File: src/rtl/gcl_seq_pkg.sv
package gcl_seq_pkg;
    // Life cycle of one execution thread.
    typedef enum logic [1:0] {
        PH_IDLE = 2'd0,   // schedule not armed or thread disabled
        PH_WAIT = 2'd1,   // armed, waiting for its start instant
        PH_RUN  = 2'd2    // stepping through its table slice
    } phase_e;
endpackage

File: src/rtl/gcl_table.sv
module gcl_table #(
    parameter int DEPTH   = 16,
    parameter int NT      = 8,
    parameter int NP      = 4,
    parameter int NC      = 8,
    parameter int DELTA_W = 8,
    localparam int IDX_W  = $clog2(DEPTH)
) (
    input  logic                  clk,
    input  logic                  rst_n,
    input  logic                  wr_en,
    input  logic [IDX_W-1:0]      wr_addr,
    input  logic [DELTA_W-1:0]    wr_delta,
    input  logic [NP-1:0]         wr_ports,
    input  logic [NC-1:0]         wr_close,
    input  logic [NT*IDX_W-1:0]   rd_addr,
    output logic [NT*DELTA_W-1:0] rd_delta,
    output logic [NT*NP-1:0]      rd_ports,
    output logic [NT*NC-1:0]      rd_close
);
    typedef struct packed {
        logic [DELTA_W-1:0] delta;
        logic [NP-1:0]      ports;
        logic [NC-1:0]      close;
    } ent_t;

    ent_t [DEPTH-1:0] mem_d, mem_q;

    always_comb begin
        mem_d = mem_q;
        if (wr_en) begin
            mem_d[wr_addr].delta = wr_delta;
            mem_d[wr_addr].ports = wr_ports;
            mem_d[wr_addr].close = wr_close;
        end
    end

    always_ff @(posedge clk or negedge rst_n) begin
        if (!rst_n) mem_q <= '0;
        else        mem_q <= mem_d;
    end

    for (genvar t = 0; t < NT; t++) begin : g_rd
        logic [IDX_W-1:0] a;
        assign a = rd_addr[t*IDX_W +: IDX_W];
        assign rd_delta[t*DELTA_W +: DELTA_W] = mem_q[a].delta;
        assign rd_ports[t*NP +: NP]           = mem_q[a].ports;
        assign rd_close[t*NC +: NC]           = mem_q[a].close;
    end
endmodule

File: src/rtl/gcl_thread.sv
module gcl_thread
    import gcl_seq_pkg::*;
#(
    parameter int IDX_W   = 4,
    parameter int DELTA_W = 8,
    parameter int TIME_W  = 32,
    parameter int TPU     = 25,
    localparam int CNT_W  = DELTA_W + $clog2(TPU + 1)
) (
    input  logic               clk,
    input  logic               rst_n,
    input  logic               run,
    input  logic               stop,
    input  logic               active,
    input  logic [TIME_W-1:0]  ptp_time,
    input  logic [TIME_W-1:0]  start_time,
    input  logic               cfg_we,
    input  logic [IDX_W-1:0]   cfg_addr,
    input  logic [DELTA_W-1:0] cfg_delta,
    input  logic [IDX_W-1:0]   cfg_end,
    input  logic [DELTA_W-1:0] cur_delta,
    output logic               running,
    output logic [IDX_W-1:0]   ptr
);
    typedef struct packed {
        phase_e             ph;
        logic [IDX_W-1:0]   ptr;
        logic [CNT_W-1:0]   cnt;
        logic [IDX_W-1:0]   base;
        logic [IDX_W-1:0]   last;
        logic [DELTA_W-1:0] ofs;
    } thr_t;

    thr_t             q, d;
    logic [TIME_W-1:0] due;
    logic              reached;
    logic [CNT_W-1:0]  dur_m1;

    assign due     = start_time + (TIME_W'(q.ofs) * TIME_W'(TPU));
    assign reached = (ptp_time >= due);
    assign dur_m1  = (cur_delta == '0) ? '0
                   : CNT_W'(cur_delta) * CNT_W'(TPU) - CNT_W'(1);

    always_comb begin
        d = q;
        if (cfg_we && cfg_delta != '0) begin
            d.base = cfg_addr;
            d.last = cfg_end;
            d.ofs  = cfg_delta;
        end
        if (stop || !run || !active) begin
            d.ph  = PH_IDLE;
            d.ptr = '0;
            d.cnt = '0;
        end else begin
            case (q.ph)
                PH_IDLE, PH_WAIT: begin
                    if (reached) begin
                        d.ph  = PH_RUN;
                        d.ptr = q.base;
                        d.cnt = '0;
                    end else begin
                        d.ph  = PH_WAIT;
                    end
                end
                PH_RUN: begin
                    if (q.cnt == dur_m1) begin
                        d.cnt = '0;
                        d.ptr = (q.ptr == q.last) ? q.base : q.ptr + IDX_W'(1);
                    end else begin
                        d.cnt = q.cnt + CNT_W'(1);
                    end
                end
                default: d.ph = PH_IDLE;
            endcase
        end
    end

    always_ff @(posedge clk or negedge rst_n) begin
        if (!rst_n) begin
            q      <= '0;
            q.ph   <= PH_IDLE;
            q.ofs  <= DELTA_W'(1);
        end else begin
            q <= d;
        end
    end

    assign running = (q.ph == PH_RUN);
    assign ptr     = q.ptr;

    AST_THREAD_DISABLED: assert property (@(posedge clk) disable iff (!rst_n)
        !active |=> (q.ph != PH_RUN));
    AST_ENTRY_HELD: assert property (@(posedge clk) disable iff (!rst_n)
        (q.ph == PH_RUN && q.cnt != '0) |-> (q.ptr == $past(q.ptr)));
    AST_STEP_OR_WRAP: assert property (@(posedge clk) disable iff (!rst_n)
        (q.ph == PH_RUN && $past(q.ph) == PH_RUN && q.ptr != $past(q.ptr))
        |-> (q.ptr == $past(q.ptr) + IDX_W'(1) || q.ptr == $past(q.base)));
endmodule

File: src/rtl/gcl_gate_merge.sv
module gcl_gate_merge #(
    parameter int NT = 8,
    parameter int NP = 4,
    parameter int NC = 8
) (
    input  logic [NT-1:0]    running,
    input  logic [NT*NP-1:0] ports,
    input  logic [NT*NC-1:0] close,
    output logic [NP*NC-1:0] gate_closed
);
    always_comb begin
        gate_closed = '0;
        for (int t = 0; t < NT; t++) begin
            for (int p = 0; p < NP; p++) begin
                if (running[t] && ports[t*NP + p])
                    gate_closed[p*NC +: NC] = gate_closed[p*NC +: NC] | close[t*NC +: NC];
            end
        end
    end
endmodule

File: src/rtl/gcl_sequencer.sv
module gcl_sequencer #(
    parameter int NT      = 8,
    parameter int NP      = 4,
    parameter int NC      = 8,
    parameter int DEPTH   = 16,
    parameter int DELTA_W = 8,
    parameter int TIME_W  = 32,
    parameter int TPU     = 25,
    localparam int IDX_W  = $clog2(DEPTH),
    localparam int THR_W  = $clog2(NT)
) (
    input  logic               clk,
    input  logic               rst_n,
    input  logic [TIME_W-1:0]  ptp_time,
    input  logic [TIME_W-1:0]  sched_start,
    input  logic               start_cmd,
    input  logic               stop_cmd,
    input  logic [THR_W-1:0]   act_m1,
    input  logic               tbl_we,
    input  logic [IDX_W-1:0]   tbl_addr,
    input  logic [DELTA_W-1:0] tbl_delta,
    input  logic [NP-1:0]      tbl_ports,
    input  logic [NC-1:0]      tbl_close,
    input  logic               ep_we,
    input  logic [THR_W-1:0]   ep_sel,
    input  logic [IDX_W-1:0]   ep_addr,
    input  logic [DELTA_W-1:0] ep_delta,
    input  logic [IDX_W-1:0]   ep_end,
    output logic [NP*NC-1:0]   gate_closed,
    output logic [NT-1:0]      thr_running,
    output logic               sts_running,
    output logic               sts_stopped
);
    logic run_d, run_q;

    always_comb begin
        run_d = run_q;
        if (stop_cmd)       run_d = 1'b0;
        else if (start_cmd) run_d = 1'b1;
    end

    always_ff @(posedge clk or negedge rst_n) begin
        if (!rst_n) run_q <= 1'b0;
        else        run_q <= run_d;
    end

    assign sts_running = run_q;
    assign sts_stopped = !run_q;

    logic [NT*IDX_W-1:0]   rd_addr;
    logic [NT*DELTA_W-1:0] rd_delta;
    logic [NT*NP-1:0]      rd_ports;
    logic [NT*NC-1:0]      rd_close;

    gcl_table #(
        .DEPTH(DEPTH), .NT(NT), .NP(NP), .NC(NC), .DELTA_W(DELTA_W)
    ) u_table (
        .clk(clk), .rst_n(rst_n),
        .wr_en(tbl_we), .wr_addr(tbl_addr), .wr_delta(tbl_delta),
        .wr_ports(tbl_ports), .wr_close(tbl_close),
        .rd_addr(rd_addr), .rd_delta(rd_delta),
        .rd_ports(rd_ports), .rd_close(rd_close)
    );

    for (genvar g = 0; g < NT; g++) begin : g_thr
        logic sel, en;
        assign sel = ep_we && (ep_sel == THR_W'(g));
        assign en  = (THR_W'(g) <= act_m1);

        gcl_thread #(
            .IDX_W(IDX_W), .DELTA_W(DELTA_W), .TIME_W(TIME_W), .TPU(TPU)
        ) u_thr (
            .clk(clk), .rst_n(rst_n),
            .run(run_q), .stop(stop_cmd), .active(en),
            .ptp_time(ptp_time), .start_time(sched_start),
            .cfg_we(sel), .cfg_addr(ep_addr), .cfg_delta(ep_delta), .cfg_end(ep_end),
            .cur_delta(rd_delta[g*DELTA_W +: DELTA_W]),
            .running(thr_running[g]),
            .ptr(rd_addr[g*IDX_W +: IDX_W])
        );
    end

    gcl_gate_merge #(.NT(NT), .NP(NP), .NC(NC)) u_merge (
        .running(thr_running), .ports(rd_ports), .close(rd_close),
        .gate_closed(gate_closed)
    );

    AST_STOP_HALTS: assert property (@(posedge clk) disable iff (!rst_n)
        stop_cmd |=> (thr_running == '0 && !sts_running));
    AST_START_ARMED: assert property (@(posedge clk) disable iff (!rst_n)
        (|(thr_running & ~$past(thr_running))) |-> $past(run_q));
    AST_IDLE_OPEN: assert property (@(posedge clk) disable iff (!rst_n)
        !run_q |-> (gate_closed == '0));
    AST_STATUS_EXCL: assert property (@(posedge clk) disable iff (!rst_n)
        $rose(sts_running) |-> $past(start_cmd) && !$past(stop_cmd));
endmodule

File: config.mk
export PLATFORM = sky130hd
export DESIGN_NAME = gcl_sequencer
export DESIGN_NICKNAME = d
export VERILOG_FILES = /design/src/rtl/gcl_seq_pkg.sv /design/src/rtl/gcl_table.sv /design/src/rtl/gcl_thread.sv /design/src/rtl/gcl_gate_merge.sv /design/src/rtl/gcl_sequencer.sv
export SDC_FILE = /design/constraint.sdc
export NUM_CORES = 2
export LEC_CHECK = 0
export CORE_MARGIN = 5
export CORE_UTILIZATION = 55
export CTS_BUF_LIST = sky130_fd_sc_hd__clkbuf_8
export DETAILED_ROUTE_END_ITERATION = 16
export PLACE_DENSITY = 0.76
export REMOVE_ABC_BUFFERS = 1
export SLEW_MARGIN = 20
export SYNTH_ARGS = -nofsm -noshare
export SYNTH_HDL_FRONTEND = slang
export SYNTH_SLANG_ARGS = --single-unit
File: constraint.sdc
create_clock -name clk -period 10.52 [get_ports clk]
set_clock_uncertainty 0.15 [all_clocks]
set_input_delay 1.578 -clock clk [delete_from_list [all_inputs] [get_ports clk]]
set_output_delay 1.578 -clock clk [all_outputs]
set_load 0.01 [all_outputs]
==> reports/metrics.cfg <==
[outcome]
status = finished, final reports clean

[critical_path]
cp-endpoint = g_thr[4].u_thr.q[20]$_DFFE_PN0P_
max_stage_delay_ps = 840
crit_path_max_fanout = 18
crit_slowest_cell = nand2_1
cpMostUsedCell = ha_1
rr_endpoint = g_thr[4].u_thr.q[20]$_DFFE_PN0P_
crit_type = reg -> reg
critPathArrivalTime_ps = 9050
crit_family = compound AO/OA/AOI/OAI gates
cp-start-kind = flop
path_depth = 21
worstSetupStartpoint = g_thr[4].u_thr.ptr[2]$_DFFE_PN0P_
cp_cell_sequence = buf_4 > nand2_1 > o21ai_0 > a21oi_1 > a22oi_1 > and2_1 > ha_1 > fa_1 > inv_1 > ha_1 > ha_1 > and2_1 > a32oi_1 > a21oi_1 > o311a_1 > xnor2_1 > nor4_1 > a221oi_1 > o211ai_1 > nor3b_1 > a21o_1
rr_startpoint = g_thr[4].u_thr.ptr[2]$_DFFE_PN0P_
r2r_cells = 21
cp-end-kind = flop
reg2reg_setup_slack_ps = 2120
cp_num_buf_inv = 2
worstPathRequired_ps = 11170

[placement]
place_area_um2 = 76200
gp_congestion = 1.04
dp.cells = 8666
dpl.hpwl_um = 174000
port_buffers = 157

[die]
initial_core_util = 0.553
io_pins = 158
die-area_um2 = 142000
die_y_um = 376
core-area_um2 = 133000
core.rowCount = 134
die_w_um = 376

[global_route]
grt_pass1_wl_um = 379000
antenna_found_initial = 20
grt_use_total = 0.348
grt_pass1_vias = 61881
gr-total-overflow = 0
grt_max_degree = 143

[route]
via_per_inst = 7.10
final_antenna_net_count = 0
vias = 63055
dr.first_iter.drc_count = 8372
dr.pass1.iters = 9
drc = 0
wl_um = 253000
post_drt_wl_per_cell_um = 28.4

[final_layout]
layoutNonFillerInstCount = 8884
layout.nets = 8135
syn_to_final_growth_pct = 6.45
multiInputGateArea_um2 = 54700
layout_common_cells = ha_1 (872), dfrtp_1 (569), mux4_2 (525)
mostFrequentLayoutCell = ha_1
drive_gt1_frac = 0.201
fillers = 11018
seq_area_um2 = 15100
fin_util = 0.589
design_area_um2 = 78600

[worst_hold_path]
hold_class = reg -> reg

[clock_tree]
post_cts_buffers = 0
cts-root-buf = clkbuf_8
cts.sinks = 601
clk_pin_slew_worst_paths_ps = 60
clock_latency_ps = 900
tritoncts = done
cts.path.max_buffers = 3
cts_inserted_buffers = 108
holdBufCountCts = 0
h-tree-depth = 3
ctsResizeCount = 0

[yosys]
syn_inst = 7181
synth_ff_type = dfrtp_1
synthArstFlopShare = 1.00
synthAdderAreaFrac = 0.185
synth_compound_area_frac = 0.132
synth_top_family_by_area = multiplexers
ys_ff_latch = 601
synth-seq-area-share = 0.204
synthSimpleGateAreaFrac = 0.0911
yosysWarnings = 0
ys_types = 95
synth-edff-count = 0
synth-xor-area-share = 0.0474
synthMuxAreaShare = 0.284
avgSynthCellArea_um2 = 10.3
syn_area_um2 = 73900

[timing]
period_needed_ps = 8400
final.setup.tns_ps = 0
finalSetupViolCount = 0
slew_headroom = 0.149
fin_crit_sh = 0.799
worst_slew_pin_slew_ps = 1280
hold_violations = 0
fmax_mhz = 119
slew_viol_final = 0
grt_setup_unrepaired = no

[power]
vdd_drop_max_mv = 0.255
total_leakage_power_nw = 33.0
power_w = 0.0205
p_per_area_nw_per_um2 = 261

[job]
drv_cap = 0

synthesized netlist by cell type (19+ instances only):
cell type    n  share of area
o21bai_1    30         0.0030
nor3_1      93         0.0063
o21ai_0    320          0.022
a21o_1     153          0.016
o21a_1      64         0.0065
xnor2_1    154          0.018
mux2i_1    322          0.044
or3_1       34         0.0029
mux4_2     525           0.16
a211oi_1    38         0.0039
and3_1      64         0.0054
buf_1       62         0.0032
o31ai_1     37         0.0038
nand4_1     74         0.0063
a22o_1      22         0.0026
nand3_1     95         0.0064
a22oi_1    144          0.015
fa_1       136          0.037
buf_4       36         0.0037
xor2_1     240          0.028
clkbuf_1   338          0.017
ha_1       872           0.15
nand2b_1    76         0.0064
nand2_1    417          0.021
nor2b_1     48         0.0041
a21oi_1    328          0.022
and4_1      22         0.0026
nor2_1     169         0.0086
dfrtp_1    593           0.20
a221oi_1   140          0.017
inv_1      488          0.025
and2_1      86         0.0073
or2_2       19         0.0016
mux2_2     524          0.080
a31oi_1     29         0.0025
buf_2       87         0.0059
nor3b_1     23         0.0023
nor4_1      25         0.0021
area by class of cell:
cell class / count / area share
multi-input cells: 5548 / 0.696
flip-flops and latches: 601 / 0.192
repair buffers: 264 / 0.0305
well taps: 1768 / 0.0281
inverters: 488 / 0.0233
clock buffers: 127 / 0.0222
clock inverters: 69 / 0.00702
diodes: 19 / 0.000605
cell families after synthesis:
kind of cell / Yosys count
simple gates: 1308
compound gates: 1464
buf+inv: 1032
fa+ha+maj: 1008
xor+xnor: 396
mux: 1372
flops: 601
where the power goes:
group          total, W  leakage (nW)  switching (W)  internal [W]
Combinational    0.0144          24.1        0.00772       0.00671
Sequential      0.00366          7.54       0.000943       0.00272
Clock           0.00243          1.29        0.00117       0.00126
worst register-to-register path: cells and delay by family, from the launching register on:
family | cells | cell delay [ps]
AO/OA/AOI/OAI | 9 | 2920
flip-flops | 1 | 770
adder cells (fa/ha/maj) | 4 | 1550
AND/OR/NAND/NOR | 5 | 2150
XOR/XNOR | 1 | 160
buffers and inverters | 2 | 620
worst min-delay path by stage:
stage | to | start | cells after the start
floorplan | g_thr[6].u_thr.q[33]$_DFFE_PN0P_ | g_thr[6].u_thr.q[34]$_DFFE_PN0P_ | 1
finish | g_thr[6].u_thr.q[33]$_DFFE_PN0P_ | g_thr[6].u_thr.q[34]$_DFFE_PN0P_ | 1
CTS | g_thr[6].u_thr.q[33]$_DFFE_PN0P_ | g_thr[6].u_thr.q[34]$_DFFE_PN0P_ | 1
global placement | g_thr[6].u_thr.q[33]$_DFFE_PN0P_ | g_thr[6].u_thr.q[34]$_DFFE_PN0P_ | 1
detailed placement | g_thr[6].u_thr.q[33]$_DFFE_PN0P_ | g_thr[6].u_thr.q[34]$_DFFE_PN0P_ | 1
global route | g_thr[6].u_thr.q[33]$_DFFE_PN0P_ | g_thr[6].u_thr.q[34]$_DFFE_PN0P_ | 1
routing by layer:
metal,routed length (µm),track usage
met1,92300,0.432
met2,106000,0.510
met3,35300,0.137
met4,19500,0.210
met5,64,0.000686
flip-flops by register name (all words and copies together), names as in the netlist:
signal	flops
g_thr.u_thr.q	248
sts_running	1
g_thr.u_thr.ptr	32
u_table.mem_q	320
per-stage QoR:
stage               worst slack [ps]  hold WS, ps
floorplan                       1100          294
finish                          2120          326
global placement                1440          311
detailed placement              1370          321
CTS                             2160          329
global route                    1850          352
No activity file was read; power rests on OpenSTA's default activity.
